### src/rtl/cbs_pkg.sv
// Shared types for the CAN bit timing synchronizer.
// Assumes: one bit time is split into four consecutive segments.
package cbs_pkg;

    // Segment of the bit time now being counted.
    typedef enum logic [1:0] {
        SEG_SYNC = 2'd0,
        SEG_PROP = 2'd1,
        SEG_PH1  = 2'd2,
        SEG_PH2  = 2'd3
    } seg_e;

    // Action chosen for a qualified edge in the current quantum.
    typedef struct packed {
        logic restart;  // treat this quantum as the sync quantum
        logic grow;     // stretch phase 1 by the jump width
        logic shrink;   // trim phase 2 by the jump width
    } sync_act_t;

endpackage

### src/rtl/cbs_edge_qual.sv
// Edge qualifier: finds a recessive-to-dominant transition between
// consecutive time quanta and accepts it only if the last sampled bit
// was recessive and no sync action has yet been taken in this bit.
// Assumes rx_in is already synchronized to clk.
module cbs_edge_qual (
    input  logic clk,
    input  logic rst_n,
    input  logic tq_tick,
    input  logic rx_in,
    input  logic last_sample,
    input  logic sync_used,
    output logic edge_ok
);

    logic prev_rx;

    // Remember the line value seen at the previous quantum.
    always_ff @(posedge clk) begin
        if (!rst_n)
            prev_rx <= 1'b1;
        else if (tq_tick)
            prev_rx <= rx_in;
    end

    // Qualified falling edge in the current quantum.
    always_comb begin
        edge_ok = tq_tick & prev_rx & ~rx_in & last_sample & ~sync_used;
    end

endmodule

### src/rtl/cbs_phase_judge.sv
// Phase judge: measures the phase error of a qualified edge from the
// segment and quantum position, and picks restart, stretch or trim.
// Purely combinational. Assumes segment lengths are in their legal
// ranges and that no trim is pending while an edge can qualify.
module cbs_phase_judge
    import cbs_pkg::*;
#(
    parameter int CNT_W = 4,
    parameter int LEN_W = 4,
    parameter int SJW_W = 3,
    parameter int POS_W = 5
) (
    input  seg_e             seg,
    input  logic [CNT_W-1:0] cnt,
    input  logic [LEN_W-1:0] prop_len,
    input  logic [LEN_W-1:0] ph2_len,
    input  logic [SJW_W-1:0] sjw,
    input  logic             bus_idle,
    input  logic             tx_dom,
    input  logic             edge_ok,
    output sync_act_t        act
);

    logic [POS_W-1:0] lead_err;
    logic [POS_W-1:0] lag_err;
    logic [POS_W-1:0] err_mag;
    logic             early;
    logic             late;
    logic             within_jw;

    // Error magnitude: quanta since sync (early) or quanta left (late).
    always_comb begin
        early    = (seg == SEG_PROP) || (seg == SEG_PH1);
        late     = (seg == SEG_PH2);
        lead_err = (seg == SEG_PROP)
                 ? POS_W'(cnt) + POS_W'(1)
                 : POS_W'(prop_len) + POS_W'(cnt) + POS_W'(1);
        lag_err  = POS_W'(ph2_len) - POS_W'(cnt);
        err_mag  = early ? lead_err : lag_err;
        within_jw = (err_mag <= POS_W'(sjw));
    end

    // Decision for the qualified edge.
    always_comb begin
        act.restart = edge_ok & (bus_idle
                               | (late & within_jw)
                               | (early & within_jw & ~tx_dom));
        act.grow    = edge_ok & ~bus_idle & early & ~within_jw & ~tx_dom;
        act.shrink  = edge_ok & ~bus_idle & late & ~within_jw;
    end

endmodule

### src/rtl/cbs_seg_timer.sv
// Segment timer: walks sync, propagation, phase 1 and phase 2 on each
// quantum tick, applies the judged sync action, samples the line at the
// end of phase 1 and emits the bit-start and sample strobes.
// Assumes phase 2 is not shorter than the jump width.
module cbs_seg_timer
    import cbs_pkg::*;
#(
    parameter int CNT_W = 4,
    parameter int LEN_W = 4,
    parameter int SJW_W = 3
) (
    input  logic             clk,
    input  logic             rst_n,
    input  logic             tq_tick,
    input  logic             rx_in,
    input  logic [LEN_W-1:0] prop_len,
    input  logic [LEN_W-1:0] ph1_len,
    input  logic [LEN_W-1:0] ph2_len,
    input  logic [SJW_W-1:0] sjw,
    input  sync_act_t        act,
    output seg_e             seg,
    output logic [CNT_W-1:0] cnt,
    output logic             sync_used,
    output logic             bit_start,
    output logic             sample_stb,
    output logic             sample_bit
);

    logic [SJW_W-1:0] ext;
    logic [SJW_W-1:0] shr;
    logic [SJW_W-1:0] ext_n;
    logic [SJW_W-1:0] shr_n;
    logic [CNT_W-1:0] prop_last;
    logic [CNT_W-1:0] ph1_last;
    logic [CNT_W-1:0] ph2_span;
    logic [CNT_W-1:0] cnt_inc;

    // Segment end points with this quantum's adjustment already applied.
    always_comb begin
        ext_n     = act.grow   ? sjw : ext;
        shr_n     = act.shrink ? sjw : shr;
        prop_last = CNT_W'(prop_len) - CNT_W'(1);
        ph1_last  = CNT_W'(ph1_len) + CNT_W'(ext_n) - CNT_W'(1);
        ph2_span  = CNT_W'(ph2_len) - CNT_W'(shr_n);
        cnt_inc   = cnt + CNT_W'(1);
    end

    // Bit-time state machine, advanced once per quantum tick.
    always_ff @(posedge clk) begin
        if (!rst_n) begin
            seg        <= SEG_SYNC;
            cnt        <= '0;
            ext        <= '0;
            shr        <= '0;
            sync_used  <= 1'b0;
            bit_start  <= 1'b0;
            sample_stb <= 1'b0;
            sample_bit <= 1'b1;
        end else begin
            bit_start  <= 1'b0;
            sample_stb <= 1'b0;
            if (tq_tick) begin
                if (act.restart) begin
                    seg       <= SEG_PROP;
                    cnt       <= '0;
                    ext       <= '0;
                    shr       <= '0;
                    sync_used <= 1'b1;
                    bit_start <= 1'b1;
                end else begin
                    unique case (seg)
                        SEG_SYNC: begin
                            seg       <= SEG_PROP;
                            cnt       <= '0;
                            sync_used <= 1'b0;
                            bit_start <= 1'b1;
                        end
                        SEG_PROP: begin
                            if (act.grow) begin
                                ext       <= sjw;
                                sync_used <= 1'b1;
                            end
                            if (cnt == prop_last) begin
                                seg <= SEG_PH1;
                                cnt <= '0;
                            end else begin
                                cnt <= cnt_inc;
                            end
                        end
                        SEG_PH1: begin
                            if (act.grow) begin
                                ext       <= sjw;
                                sync_used <= 1'b1;
                            end
                            if (cnt == ph1_last) begin
                                seg        <= SEG_PH2;
                                cnt        <= '0;
                                sample_stb <= 1'b1;
                                sample_bit <= rx_in;
                            end else begin
                                cnt <= cnt_inc;
                            end
                        end
                        SEG_PH2: begin
                            if (act.shrink) begin
                                shr       <= sjw;
                                sync_used <= 1'b1;
                            end
                            if (cnt_inc >= ph2_span) begin
                                seg <= SEG_SYNC;
                                cnt <= '0;
                                ext <= '0;
                                shr <= '0;
                            end else begin
                                cnt <= cnt_inc;
                            end
                        end
                        default: begin
                            seg <= SEG_SYNC;
                            cnt <= '0;
                        end
                    endcase
                end
            end
        end
    end


    strobe_excl_chk: assert property (@(posedge clk) disable iff (!rst_n)
        !(bit_start && sample_stb));


    strobe_after_tick_chk: assert property (@(posedge clk) disable iff (!rst_n)
        (bit_start || sample_stb) |-> $past(tq_tick));


    sample_hold_chk: assert property (@(posedge clk) disable iff (!rst_n)
        !sample_stb |-> $stable(sample_bit));


    stretch_trim_excl_chk: assert property (@(posedge clk) disable iff (!rst_n)
        !((ext != '0) && (shr != '0)));


    restart_start_chk: assert property (@(posedge clk) disable iff (!rst_n)
        (tq_tick && act.restart) |=> (bit_start && seg == SEG_PROP && cnt == '0));


    one_sync_chk: assert property (@(posedge clk) disable iff (!rst_n)
        (tq_tick && sync_used && seg != SEG_SYNC)
            |-> !(act.restart || act.grow || act.shrink));

endmodule

### src/rtl/can_bit_sync.sv
// CAN bit timing synchronizer top: ties the edge qualifier, the phase
// judge and the segment timer together. Assumes tq_tick is a single-
// clock pulse and the segment settings change only while in reset.
module can_bit_sync
    import cbs_pkg::*;
#(
    parameter int MAX_SEG = 8,
    parameter int MAX_SJW = 4
) (
    input  logic                         clk,
    input  logic                         rst_n,
    input  logic                         tq_tick,
    input  logic                         rx_in,
    input  logic                         bus_idle,
    input  logic                         tx_dom,
    input  logic [$clog2(MAX_SEG+1)-1:0] prop_len,
    input  logic [$clog2(MAX_SEG+1)-1:0] ph1_len,
    input  logic [$clog2(MAX_SEG+1)-1:0] ph2_len,
    input  logic [$clog2(MAX_SJW+1)-1:0] sjw,
    output logic                         bit_start,
    output logic                         sample_stb,
    output logic                         sample_bit
);

    localparam int LEN_W = $clog2(MAX_SEG + 1);
    localparam int SJW_W = $clog2(MAX_SJW + 1);
    localparam int CNT_W = $clog2(MAX_SEG + MAX_SJW + 1);
    localparam int POS_W = $clog2(2 * MAX_SEG + MAX_SJW + 2);

    seg_e             seg;
    logic [CNT_W-1:0] cnt;
    logic             sync_used;
    logic             edge_ok;
    sync_act_t        act;

    cbs_edge_qual u_edge (
        .clk        (clk),
        .rst_n      (rst_n),
        .tq_tick    (tq_tick),
        .rx_in      (rx_in),
        .last_sample(sample_bit),
        .sync_used  (sync_used),
        .edge_ok    (edge_ok)
    );

    cbs_phase_judge #(
        .CNT_W(CNT_W), .LEN_W(LEN_W), .SJW_W(SJW_W), .POS_W(POS_W)
    ) u_judge (
        .seg     (seg),
        .cnt     (cnt),
        .prop_len(prop_len),
        .ph2_len (ph2_len),
        .sjw     (sjw),
        .bus_idle(bus_idle),
        .tx_dom  (tx_dom),
        .edge_ok (edge_ok),
        .act     (act)
    );

    cbs_seg_timer #(
        .CNT_W(CNT_W), .LEN_W(LEN_W), .SJW_W(SJW_W)
    ) u_timer (
        .clk       (clk),
        .rst_n     (rst_n),
        .tq_tick   (tq_tick),
        .rx_in     (rx_in),
        .prop_len  (prop_len),
        .ph1_len   (ph1_len),
        .ph2_len   (ph2_len),
        .sjw       (sjw),
        .act       (act),
        .seg       (seg),
        .cnt       (cnt),
        .sync_used (sync_used),
        .bit_start (bit_start),
        .sample_stb(sample_stb),
        .sample_bit(sample_bit)
    );


    tx_dom_lead_chk: assert property (@(posedge clk) disable iff (!rst_n)
        (tq_tick && tx_dom && !bus_idle && (seg == SEG_PROP || seg == SEG_PH1))
            |-> !(act.restart || act.grow));


    sync_quantum_chk: assert property (@(posedge clk) disable iff (!rst_n)
        (tq_tick && !bus_idle && seg == SEG_SYNC) |-> !(act.restart || act.grow || act.shrink));


    rise_ignored_chk: assert property (@(posedge clk) disable iff (!rst_n)
        (tq_tick && rx_in) |-> !(act.restart || act.grow || act.shrink));

endmodule

### config.mk
export PLATFORM = sky130hd
export DESIGN_NAME = can_bit_sync
export DESIGN_NICKNAME = d
export VERILOG_FILES = /design/src/rtl/cbs_pkg.sv /design/src/rtl/cbs_edge_qual.sv /design/src/rtl/cbs_phase_judge.sv /design/src/rtl/cbs_seg_timer.sv /design/src/rtl/can_bit_sync.sv
export SDC_FILE = /design/constraint.sdc
export NUM_CORES = 1
export LEC_CHECK = 0
export BUFFER_PORTS_ARGS = -buffer_cell sky130_fd_sc_hd__buf_4
export CAP_MARGIN = 20
export CORE_AREA = 3 3 62 64
export CTS_CLUSTER_DIAMETER = 40
export DETAILED_ROUTE_END_ITERATION = 16
export DIE_AREA = 0 0 65 67
export HOLD_SLACK_MARGIN = 0.12
export PLACE_DENSITY_LB_ADDON = 0.05
export SLEW_MARGIN = 15
export SYNTH_ARGS = -nofsm -noshare
export SYNTH_HDL_FRONTEND = slang
export SYNTH_HIERARCHICAL = 1
export SYNTH_SLANG_ARGS = --single-unit
### constraint.sdc
create_clock -name clk -period 6.04 [get_ports clk]
set_input_delay 0.906 -clock clk [delete_from_list [all_inputs] [get_ports clk]]
set_output_delay 0.906 -clock clk [all_outputs]
set_load 0.01 [all_outputs]
==> impl_metrics.toml <==
[logic_synthesis]
avgSynthCellArea_sq_um = 8.70
syn_area_sq_um = 1920
synth_fp_nets = 277
synth-seq-cells = 17
synth_area_leaders = "ha_1 (20%), dfxtp_1 (18%), inv_1 (6.2%)"
ys_types = 49
synth_cells = 221
netlist.area_leader.share = 0.202
ys_warn_count = 6
yosysTopAreaCell = "ha_1"
synth_sequential_area_ratio = 0.177

[setup_path]
worstReg2RegEnd = "u_timer/sample_bit"
r2r_cells = 25
r2r_start = "u_timer/cnt[0]"
startpoint_type = "input pin"
cp_max_fo = 4
end_kind = "flop"
arrival_ns = 5.69
reg2reg_slack_ns = 0.86
worstPathRequired_ns = 6.23
criticalPathCategory = "in2reg"

[power_and_ir_drop]
total_power_uw = 323
p_int_uw = 203
p_sw_frac = 0.371
power_frac_seq = 0.376
p_sw_uw = 120
p_leak_nw = 0.989
pwr-share-comb = 0.435
vdd_drop_max_mv = 0.149
power.density_nw_per_um2 = 148
power.share.clock = 0.189

[sta]
drv_slew = 0
final_hold_viol_count = 0
worst_slew_pin_slew_ns = 0.471
maxSlewHeadroom = 0.685
max_freq_mhz = 182
period_needed_ns = 5.49
skew_ns = 0.00477
period_share = 0.909
setup_ws_ns = 0.547
rsz0062_at_grt = "false"
tns_ns = 0
setup_viol = 0
holdWs_ns = 0.473

[floorplanning]
rows = 21
die_h_um = 67
dieArea_sq_um = 4360
initial_core_util = 0.576
die_x_um = 65
core_area_sq_um = 3340
io_pins = 24

[route]
dr.pass1.iters = 4
viasPerCell = 5.55
drt_iter0_markers = 95
ant_nets = 0
wire_per_inst_um = 14.4
num_vias = 1633
drc = 0
wl_um = 4230

[cells_and_area]
instances_no_fill = 294
final_util = 0.651
drive_gt1_frac = 0.181
layout_commonest_cell = "inv_1"
area_growth_pct = 13.0
fillers = 298
layout_common_cells = "inv_1 (32), ha_1 (31), buf_4 (28), dfxtp_1 (17), nand2_1 (14)"
nets = 305
final_area_sq_um = 2170
antenna_cells = 0

[placed_design]
pre_cts_slack_ns = 0.271
dpl-instance-area_sq_um = 2150
gp_congestion = 0.854
dp_hpwl_um = 3400
numPortBuffers = 23
placedCellCount = 290

[grt]
grt_pass1_wl_um = 6990
grt_max_degree = 18
track_usage = 0.208
grt_overflow = 0
antenna_found_initial = 0
grt_pass1_vias = 1463

[clock_tree]
post_cts_resize_count = 0
root_buffer = "clkbuf_4"
clockBufferDepth = 2
clk_pin_slew_ns = 0.10
cts_tree = "built"
cts_hold_buf = 0
worstSkewPairLatency_ns = 0.29
htree_levels = 1
post_cts_buffers = 0
cts_buffers = 3
clock_sinks = 17

[worst_hold_path]
hold_path_depth = 2
hold_class = "reg2reg"
worstHoldEndpoint = "u_timer/shr[0]"
hp-start = "u_timer/shr[0]"

[outcome]
status = "complete, no violations"

[run]
maxCapViolations = 0
==> power by group through the flow <==
stage / clock network (mW) / logic (mW) / registers, mW
after global routing: 0.0651 / 0.157 / 0.122
after CTS: 0.0607 / 0.139 / 0.121
after floorplan: 0 / 0.102 / 0.124
after detailed placement: 0 / 0.138 / 0.124
final: 0.0609 / 0.140 / 0.121
after global placement: 0 / 0.137 / 0.124
==> flip-flops by register name, indices dropped and copies added (netlist names) <==
signal	cells
u_timer/sample_stb	1
u_timer/bit_start	1
u_timer/ext	3
u_edge/prev_rx	1
u_timer/shr	3
u_timer/cnt	4
u_timer/sample_bit	1
u_timer/seg	2
u_timer/sync_used	1
==> metal layers <==
metal	wire length [um]	share of wire	global-route usage
met5	0	0	0
met4	36	0.0085	0.0475
met3	235	0.056	0.00506
met2	1980	0.47	0.347
met1	1980	0.47	0.297
==> area by class of cell <==
class,count,area (sq um),area share
multi-input combinational,166,1410,0.651
sequential,17,340,0.157
timing repair buffer,28,210,0.0967
inverter,33,124,0.0570
tap,46,57.6,0.0265
clock buffer,3,22.5,0.0104
clock inverter,1,5.00,0.00230
==> logic make-up after synthesis <==
| family | after synthesis | synth area share |
|---|---|---|
| multiplexers | 11 | 0.0579 |
| AO/OA/AOI/OAI | 42 | 0.174 |
| adder cells (fa/ha/maj) | 35 | 0.243 |
| buffers and inverters | 38 | 0.0878 |
| XOR/XNOR | 17 | 0.0846 |
| flip-flops | 17 | 0.177 |
| AND/OR/NAND/NOR | 61 | 0.176 |
==> worst max-delay path, cell delays in order <==
cell      delay, ns
buf_4          0.12
inv_1          0.05
ha_1           0.16
inv_1          0.05
fa_1           0.41
nor2b_1        0.14
a211oi_1       0.22
a21oi_1        0.07
ha_1           0.30
nor2b_1        0.12
o21ai_0        0.08
a32oi_1        0.23
a211oi_2       0.10
nor4_1         0.27
buf_4          0.20
mux2i_1        0.30
ha_1           0.20
inv_1          0.04
ha_1           0.17
inv_1          0.06
fa_1           0.41
xnor2_1        0.15
nor4_2         0.41
and3_1         0.27
mux2i_1        0.19
nand2_1        0.06
==> worst max path at each step <==
| stage | start | end | slack, ns |
|---|---|---|---|
| 3_3_place_gp | prop_len[0] | u_timer/sample_bit | 0.34 |
| 3_5_place_dp | prop_len[0] | u_timer/sample_bit | 0.27 |
| 5_1_grt | prop_len[0] | u_timer/ext[1] | 0.25 |
| 6_report | prop_len[0] | u_timer/sample_bit | 0.55 |
| 2_1_floorplan | prop_len[0] | u_timer/sample_bit | 0.57 |
| 4_1_cts | prop_len[0] | u_timer/sample_bit | 0.56 |
==> cell usage after synthesis, drive strengths merged <==
cell type	number
a211oi	3
a21boi	5
a21o	1
a21oi	8
a221oi	1
a311oi	2
a31oi	1
a32o	2
a32oi	1
and2	3
and3	1
buf	4
clkbuf	1
dfxtp	17
fa	4
ha	31
inv	33
mux2	1
mux2i	10
nand2	14
nand2b	7
nand3	6
nand3b	2
nand4	1
nand4b	2
nor2	9
nor2b	5
nor3	2
nor3b	1
nor4	4
o211a	2
o211ai	1
o21ai	11
o221a	1
o22ai	1
o41ai	2
or2	1
or3	3
xnor2	11
xnor3	1
xor2	5
Power figures use the tool's default switching activity.
